### src/rtl/li_node_pkg.sv
package li_node_pkg;
  typedef enum logic [0:0] {
    FN_ADD = 1'b0,
    FN_XOR = 1'b1
  } func_e;

  localparam int NUM_OUTS = 2;
  localparam int OUT_C    = 0;
  localparam int OUT_D    = 1;
endpackage

### src/rtl/li_func_unit.sv
module li_func_unit
  import li_node_pkg::*;
#(
  parameter int    DATA_W = 8,
  parameter func_e FUNC   = FN_ADD
) (
  input  logic [DATA_W-1:0] lhs_i,
  input  logic [DATA_W-1:0] rhs_i,
  output logic [DATA_W-1:0] res_o
);
  generate
    if (FUNC == FN_ADD) begin : g_add
      assign res_o = lhs_i + rhs_i;
    end else begin : g_xor
      assign res_o = lhs_i ^ rhs_i;
    end
  endgenerate
endmodule

### src/rtl/li_done_flag.sv
module li_done_flag (
  input  logic clk,
  input  logic rst,
  input  logic set_i,
  input  logic clr_i,
  output logic q_o
);
  always_ff @(posedge clk) begin
    if (rst)        q_o <= 1'b0;
    else if (clr_i) q_o <= 1'b0;
    else if (set_i) q_o <= 1'b1;
  end
endmodule

### src/rtl/li_fork_node.sv
module li_fork_node
  import li_node_pkg::*;
#(
  parameter int    DATA_W = 8,
  parameter func_e FUNC   = FN_ADD
) (
  input  logic              clk,
  input  logic              rst,
  input  logic              a_nempty,
  input  logic [DATA_W-1:0] a_head,
  output logic              a_deq,
  input  logic              b_nempty,
  input  logic [DATA_W-1:0] b_head,
  output logic              b_deq,
  input  logic              c_nfull,
  output logic              c_enq,
  output logic [DATA_W-1:0] c_data,
  input  logic              d_nfull,
  output logic              d_enq,
  output logic [DATA_W-1:0] d_data
);
  logic [NUM_OUTS-1:0] ready;
  logic [NUM_OUTS-1:0] fire;
  logic [NUM_OUTS-1:0] done;
  logic                tick_end;

  // Readiness per output: only the inputs each output depends on.
  assign ready[OUT_C] = a_nempty & b_nempty & c_nfull;
  assign ready[OUT_D] = b_nempty & d_nfull;

  assign tick_end = &done;

  genvar gi;
  generate
    for (gi = 0; gi < NUM_OUTS; gi++) begin : g_out
      assign fire[gi] = ready[gi] & ~done[gi];
      li_done_flag u_flag (
        .clk   (clk),
        .rst   (rst),
        .set_i (fire[gi]),
        .clr_i (tick_end),
        .q_o   (done[gi])
      );
    end
  endgenerate

  li_func_unit #(
    .DATA_W (DATA_W),
    .FUNC   (FUNC)
  ) u_fn (
    .lhs_i (a_head),
    .rhs_i (b_head),
    .res_o (c_data)
  );

  assign c_enq  = fire[OUT_C];
  assign d_enq  = fire[OUT_D];
  assign d_data = b_head;
  assign a_deq  = tick_end;
  assign b_deq  = tick_end;
endmodule

### config.mk
export PLATFORM = sky130hd
export DESIGN_NAME = li_fork_node
export DESIGN_NICKNAME = d
export VERILOG_FILES = /design/src/rtl/li_node_pkg.sv /design/src/rtl/li_func_unit.sv /design/src/rtl/li_done_flag.sv /design/src/rtl/li_fork_node.sv
export SDC_FILE = /design/constraint.sdc
export NUM_CORES = 1
export LEC_CHECK = 0
export BUFFER_PORTS_ARGS = -buffer_cell sky130_fd_sc_hd__clkbuf_2
export CORE_AREA = 2 2 41 43
export CTS_CLUSTER_DIAMETER = 100
export CTS_CLUSTER_SIZE = 14
export DETAILED_ROUTE_END_ITERATION = 6
export DIE_AREA = 0 0 43 45
export GPL_TIMING_DRIVEN = 0
export PLACE_DENSITY = 0.7
export SLEW_MARGIN = 20
export SYNTH_ARGS = -nofsm -noshare
export SYNTH_HDL_FRONTEND = slang
export SYNTH_SLANG_ARGS = --single-unit
### constraint.sdc
create_clock -name clk -period 1.9 [get_ports clk]
set_input_delay 0.285 -clock clk [delete_from_list [all_inputs] [get_ports clk]]
set_output_delay 0.285 -clock clk [all_outputs]
set_load 0.005 [all_outputs]
Yosys cells after proc, flatten, opt, wreduce, memory -nomap -nowiden:

Index checks and enable logic that the tools add are counted.

* output and inout port bits: 20
* bits in registers: 2
* input bits: 22

* $add $sub $neg: 1
* bitwise operators: 7
* reductions and logical operators: 2

Operator list (number)
* $add 8x8->8: 1
* $and 1x1->1: 5
* $not 1->1: 2
* $reduce_and 2->1: 1
* $reduce_or 2->1: 1

Depth between registers and ports, before layout:

Gate-level depths: netlist of the first run.

* depth after elaboration: 3
* depth in mapped cells: 6
* gate-level depth less buffers: 6

Hierarchy:

Synthesis of the first run repeated with hierarchy kept, for this count alone.

* cells, all modules: 60
* area, all modules: 493.0 um2

Modules (own cells, without submodules)
* li_func_unit: cells an instance 42, area each 331.6 um2, seq. area each 0.0 um2, instances 1
* li_fork_node: cells an instance 12, area each 93.8 um2, seq. area each 0.0 um2, instances 1
* li_done_flag: cells an instance 3, area each 33.8 um2, seq. area each 20.0 um2, instances 2

Worst setup path before layout of the first run:

Ideal clock, no wire load.

* path type: input-to-output
* from: input a_head[0]
* to: output c_data[6]
* arrival: 1.379 ns
* slack: 0.236 ns
* stages: 6
* cells stage by stage: ha_1 > inv_1 > fa_1 > nor2b_4 > o31a_1 > o311ai_1

* longest elaborated chain between the ends: 1

Ends and longest elaborated chain
* start: declaration: line li_fork_node.sv:10 `input logic [DATA_W-1:0] a_head,`
* $add 8x8->8: line li_func_unit.sv:13 `assign res_o = lhs_i + rhs_i;`
* end: declaration: line li_fork_node.sv:17 `output logic [DATA_W-1:0] c_data,`

No other way between the ends.

Worst setup path after layout of the first run:

* from: input b_head[0]
* to: output c_data[6]

* longest elaborated chain between the ends: 1

Ends and longest elaborated chain
* start: declaration: line li_fork_node.sv:13 `input logic [DATA_W-1:0] b_head,`
* $add 8x8->8: line li_func_unit.sv:13

No other way between the ends.

==> results of run 1 <==
==> power groups by stage <==
stage	sequential, mW	clock [mW]	combinational (mW)
detailed placement	0.0474	0	0.191
CTS	0.0470	0.0987	0.193
floorplan	0.0471	0	0.114
global route	0.0471	0.104	0.222
global placement	0.0474	0	0.187
finish	0.0470	0.0954	0.200
==> cell families after synthesis <==
kind of cell | synth area share (%)
compound gates | 25.5
buf+inv | 17.7
simple gates | 17.0
fa+ha+maj | 22.1
xor+xnor | 7.20
flops | 8.23
mux | 2.31
==> per-stage QoR <==
| stage | util [%] | total power [mW] | setup slack, ns | std cells |
|---|---|---|---|---|
| 5_1_grt | 53.1 | 0.373 | -0.0150 | 122 |
| 3_3_place_gp | 48.4 | 0.235 | -0.0274 | 118 |
| 4_1_cts | 50.1 | 0.339 | 0.00361 | 121 |
| 3_5_place_dp | 48.4 | 0.238 | -0.0486 | 118 |
| 6_report | 53.1 | 0.342 | 0.0245 | 122 |
| 2_1_floorplan | - | 0.161 | 0.236 | 61 |
==> layout make-up <==
class | instances | area [um2] | area share [%]
inverter | 5 | 18.8 | 2.40
clock buffer | 3 | 22.5 | 2.88
tap | 16 | 20.0 | 2.56
timing repair buffer | 42 | 229 | 29.3
multi-input combinational | 45 | 383 | 49.0
buffer | 9 | 67.6 | 8.65
sequential | 2 | 40.0 | 5.13
==> worst min-delay path by stage <==
stage          from                  end  slack, ns  depth (start not counted)
2_1_floorplan   rst  g_out[1].u_flag.q_o       0.36                          1
3_3_place_gp    rst  g_out[1].u_flag.q_o       0.46                          2
3_5_place_dp    rst  g_out[1].u_flag.q_o       0.46                          2
4_1_cts         rst  g_out[1].u_flag.q_o       0.23                          2
5_1_grt         rst  g_out[1].u_flag.q_o       0.24                          2
6_report        rst  g_out[1].u_flag.q_o       0.24                          2
==> placed cells by master, fill, tap and decap left out, types with 2 or more instances in the layout <==
master,count
buf_4,10
o21ai_0,2
inv_1,4
ha_1,6
xnor2_1,2
clkbuf_4,3
clkbuf_2,38
dfxtp_1,2
nor2_1,4
xor2_1,2
o211ai_1,3
a21oi_1,5
nor3_1,2
nand2_1,2
==> per-layer routing <==
metal	vias to the layer above	wire (um)	GRT usage (%)
met4	0	0	5.45
li1	306	-	-
met1	251	397	11.7
met5	-	0	0
met2	20	666	21.8
met3	0	79	2.80
==> what timing repair did <==
item                       CTS  global route
pin swaps                    1             4
hold buffers                 0             0
setup endpoints to repair    1             1
buffers inserted             0             1
resized for setup            1            12
==> flow_summary.json, run 1 <==
{
  "cts_root_buf": "clkbuf_4",
  "synth_top_cell_by_area": "ha_1",
  "crit_arrival_ns": 1.59,
  "r2r-start": "g_out[0].u_flag.q_o",
  "routed_via_density": 4.73,
  "synthFlopType": "dfxtp_1",
  "synth_nets": 91,
  "hold_path.class": "in2reg",
  "routed_wl_um": 1140,
  "ios": 42,
  "r2r-end": "g_out[0].u_flag.q_o",
  "switchingPower_uw": 116,
  "nFillCells": 157,
  "yosys_warnings": 0,
  "ys_seq_area_share_pct": 8.23,
  "grt.overflow.total": 0,
  "dp_hpwl_um": 1020,
  "synth_edf_count": 0,
  "comb_power_share_pct": 58.4,
  "synth_seq_cells": 2,
  "hold_viol": 0,
  "drc_errors": 0,
  "critPathLaunchType": "primary input",
  "fin_skew_ns": 0.00797,
  "largest_reg_flops": 2,
  "syn_inst": 61,
  "synth.distinct_cells": 28,
  "cts_buffers": 3,
  "required_ns": 1.62,
  "drtIter0Drc": 2,
  "placedInstanceArea_um2": 712,
  "p_leak_nw": 0.427,
  "fp.dieH_um": 45,
  "nets": 138,
  "critPathCaptureType": "primary output",
  "cp_num_buf_inv": 3,
  "crit_chain": "buf_8, ha_4, inv_2, fa_2, nor2b_4, o31a_1, o311ai_2, buf_2",
  "core_um2": 1470,
  "clock_latency_ns": 0.23,
  "die_w_um": 43,
  "synthTopCellsByArea": "ha_1, buf_4, dfxtp_1, a21oi_1, o211ai_1",
  "tns_ns": 0,
  "clockPowerShare_pct": 27.9,
  "maxCapViolations": 0,
  "crit_cells": 8,
  "ff2ff_path_depth": 3,
  "regMostFlops": "g_out.u_flag.q_o",
  "worst-path-max-fanout": 3,
  "fmax_ghz": 0.533,
  "r2r_slack_ns": 1.03,
  "avgRoutedWirePerCell_um": 9.36,
  "syn_area_um2": 487,
  "slew_headroom_pct": 76.3,
  "antenna_found_initial": 0,
  "worst_pin_slew_ns": 0.354,
  "synth.most_common_cell": "buf_4",
  "firstDrtPassIters": 2,
  "grt_pass1_vias": 479,
  "track_usage_pct": 11.4,
  "io_buffers": 41,
  "peakVddDrop_mv": 0.406,
  "critPathTopFamily": "compound AO/OA/AOI/OAI gates",
  "crit_end": "c_data[6]",
  "synth_top_area_share_pct": 18.0,
  "grt_pass1_wl_um": 1700,
  "h-tree-depth": 1,
  "clockBufferDepth": 2,
  "worst-setup-path-type": "in2out",
  "die_area_um2": 1940,
  "diodes": 0,
  "biggestRegsByFlops": "g_out.u_flag.q_o (2)",
  "period_minus_slack_ns": 1.88,
  "cp-startpoint": "b_head[0]",
  "cp_slowest_cell": "o31a_1",
  "clk_pin_slew_ns": 0.03,
  "ant_nets": 0,
  "synth_commonest_cells": "buf_4, ha_1, a21oi_1, inv_1, nor2_1",
  "drive_above_1_share_pct": 56.6,
  "cts_tree": "yes",
  "swShare_pct": 33.8,
  "avgSynthCellArea_um2": 7.98,
  "grt_setup_unrepaired": "true",
  "finalCritPeriodShare_pct": 98.7,
  "outcome": "finished clean",
  "areaGrowthSynthToFinish_pct": 60.4,
  "vias": 577,
  "gp_congestion": 0.714,
  "grt_max_degree": 7,
  "cts_num_sinks": 2,
  "num_rows": 14,
  "drv_slew": 0,
  "whs_ns": 0.235,
  "fin_area_um2": 781,
  "seqPwrFrac_pct": 13.7,
  "start_util_pct": 33.1,
  "internal-power_uw": 227,
  "synthArstFlopShare_pct": 0,
  "finalSetupViolCount": 0,
  "crit_path_max_incr_delay_ns": 0.32,
  "power_density_nw_per_um2": 439
}
No activity file was read; power rests on OpenSTA's default activity.
==> inputs of run 2 (changes only) <==
--- a/constraint.sdc
+++ b/constraint.sdc
@@ -3,2 +3,2 @@
 set_output_delay 0.285 -clock clk [all_outputs]
-set_load 0.005 [all_outputs]
+set_load 0.1 [all_outputs]
==> flow_summary.json, run 2 (synthesis gave the netlist of run 1 again) <==
{
  "maxCapViolations": 0,
  "totalPowerFinal_uw": 803,
  "cts_num_sinks": 2,
  "comb_power_share_pct": 81.5,
  "slew_headroom_pct": 63.9,
  "multiInputGateArea_um2": 512,
  "nFillCells": 121,
  "routed_via_density": 4.95,
  "p_leak_nw": 0.500,
  "outcome": "finished with violations",
  "cts_tree": "yes",
  "core_um2": 1470,
  "routed_wl_um": 1460,
  "fp.dieH_um": 45,
  "ant_nets": 0,
  "ios": 42,
  "vias": 614,
  "dp_hpwl_um": 1150,
  "critPathLaunchType": "primary input",
  "critPathCaptureType": "primary output",
  "clockBufferDepth": 2,
  "drv_slew": 0,
  "die_area_um2": 1940,
  "biggestRegsByFlops": "g_out.u_flag.q_o (2)",
  "swShare_pct": 58.6,
  "peakVddDrop_mv": 0.519,
  "required_ns": 1.62,
  "drc_errors": 0,
  "worst-path-max-fanout": 4,
  "gp_congestion": 0.660,
  "num_rows": 14,
  "areaGrowthSynthToFinish_pct": 107,
  "violations": "setup timing",
  "hold_path.class": "in2reg",
  "h-tree-depth": 1,
  "nets": 140,
  "drtIter0Drc": 7,
  "grt_pass1_wl_um": 2290,
  "worst_pin_slew_ns": 0.543,
  "cts_root_buf": "clkbuf_4",
  "regMostFlops": "g_out.u_flag.q_o",
  "finalCritPeriodShare_pct": 102,
  "clock_latency_ns": 0.24,
  "die_w_um": 43,
  "crit_arrival_ns": 1.65,
  "cts_buffers": 3,
  "worst-setup-path-type": "in2out",
  "grt_pass1_vias": 605,
  "avgRoutedWirePerCell_um": 11.8,
  "grt.overflow.total": 0,
  "io_buffers": 41,
  "drive_above_1_share_pct": 67.6,
  "start_util_pct": 33.1,
  "fin_ws_ns": -0.0368,
  "antenna_found_initial": 0,
  "switchingPower_uw": 470,
  "largest_reg_flops": 2,
  "clockPowerShare_pct": 12.6,
  "hold_viol": 0,
  "finalSetupViolCount": 1,
  "diodes": 0,
  "power_density_nw_per_um2": 795,
  "grt_max_degree": 7,
  "firstDrtPassIters": 4,
  "internal-power_uw": 333,
  "fmax_ghz": 0.516,
  "seq_area_um2": 40.0,
  "whs_ns": 0.220,
  "layout_common_cells": "clkbuf_2, buf_4",
  "clk_pin_slew_ns": 0.04,
  "grt_setup_unrepaired": "true",
  "period_minus_slack_ns": 1.94,
  "final_common_cell": "clkbuf_2",
  "track_usage_pct": 15.6,
  "fin_skew_ns": 0.00980,
  "seqPwrFrac_pct": 5.8
}
==> run 2: what timing repair did <==
action | CTS | global route
endpoints found under the setup margin | 5 | 4
pin swaps | 5 | 1
gates resized for setup | 21 | 6
hold buffers | 0 | 0
buffers inserted | 1 | 2
==> run 2: final timing paths <==
check	startpoint	endpoint	slack, ns	depth (start not counted)
max	a_head[5]	c_data[6]	-0.04	6
min	rst	g_out[1].u_flag.q_o	0.22	2
max reg2reg	g_out[0].u_flag.q_o	g_out[0].u_flag.q_o	1.08	3
min reg2reg	g_out[0].u_flag.q_o	g_out[0].u_flag.q_o	0.51	2
==> run 2: layout make-up <==
class,instances,share of cell area [%]
multi-input combinational,45,50.7
clock buffer,3,2.23
buffer,9,6.69
inverter,5,1.86
sequential,2,3.97
timing repair buffer,44,32.6
tap,16,1.98
==> run 2: through the flow <==
| step | area (um2) | worst slack (ns) | setup TNS (ns) | util, % | cells |
|---|---|---|---|---|---|
| global route | 1010 | -0.111 | -0.234 | 68.6 | 124 |
| detailed placement | 836 | -0.404 | -1.52 | 56.8 | 118 |
| floorplan | 611 | -0.359 | -0.693 | - | 61 |
| global placement | 836 | -0.396 | -1.41 | 56.8 | 118 |
| finish | 1010 | -0.0368 | -0.0368 | 68.6 | 124 |
| CTS | 982 | -0.105 | -0.105 | 66.8 | 122 |
==> run 2: worst max-delay path, stage by stage <==
cell and delay, ns:
clkbuf_2 0.09, ha_1 0.39, nor2b_1 0.19, a221oi_2 0.31, o311ai_4 0.15, clkbuf_16 0.23
==> run 2: routing by layer <==
| layer | wire length (um) | track usage, % | vias up |
|---|---|---|---|
| met5 | 0 | 0 | - |
| met4 | 40 | 9.09 | 0 |
| met3 | 105 | 0.400 | 4 |
| met2 | 806 | 31.8 | 29 |
| met1 | 509 | 15.9 | 275 |
| li1 | - | - | 306 |
==> run 2: power by group through the flow <==
stage	logic [mW]	registers [mW]	clock network (mW)
after floorplan	0.484	0.0471	0
after global placement	0.553	0.0473	0
after detailed placement	0.561	0.0475	0
after CTS	0.646	0.0469	0.106
after global routing	0.681	0.0472	0.105
final	0.655	0.0469	0.102
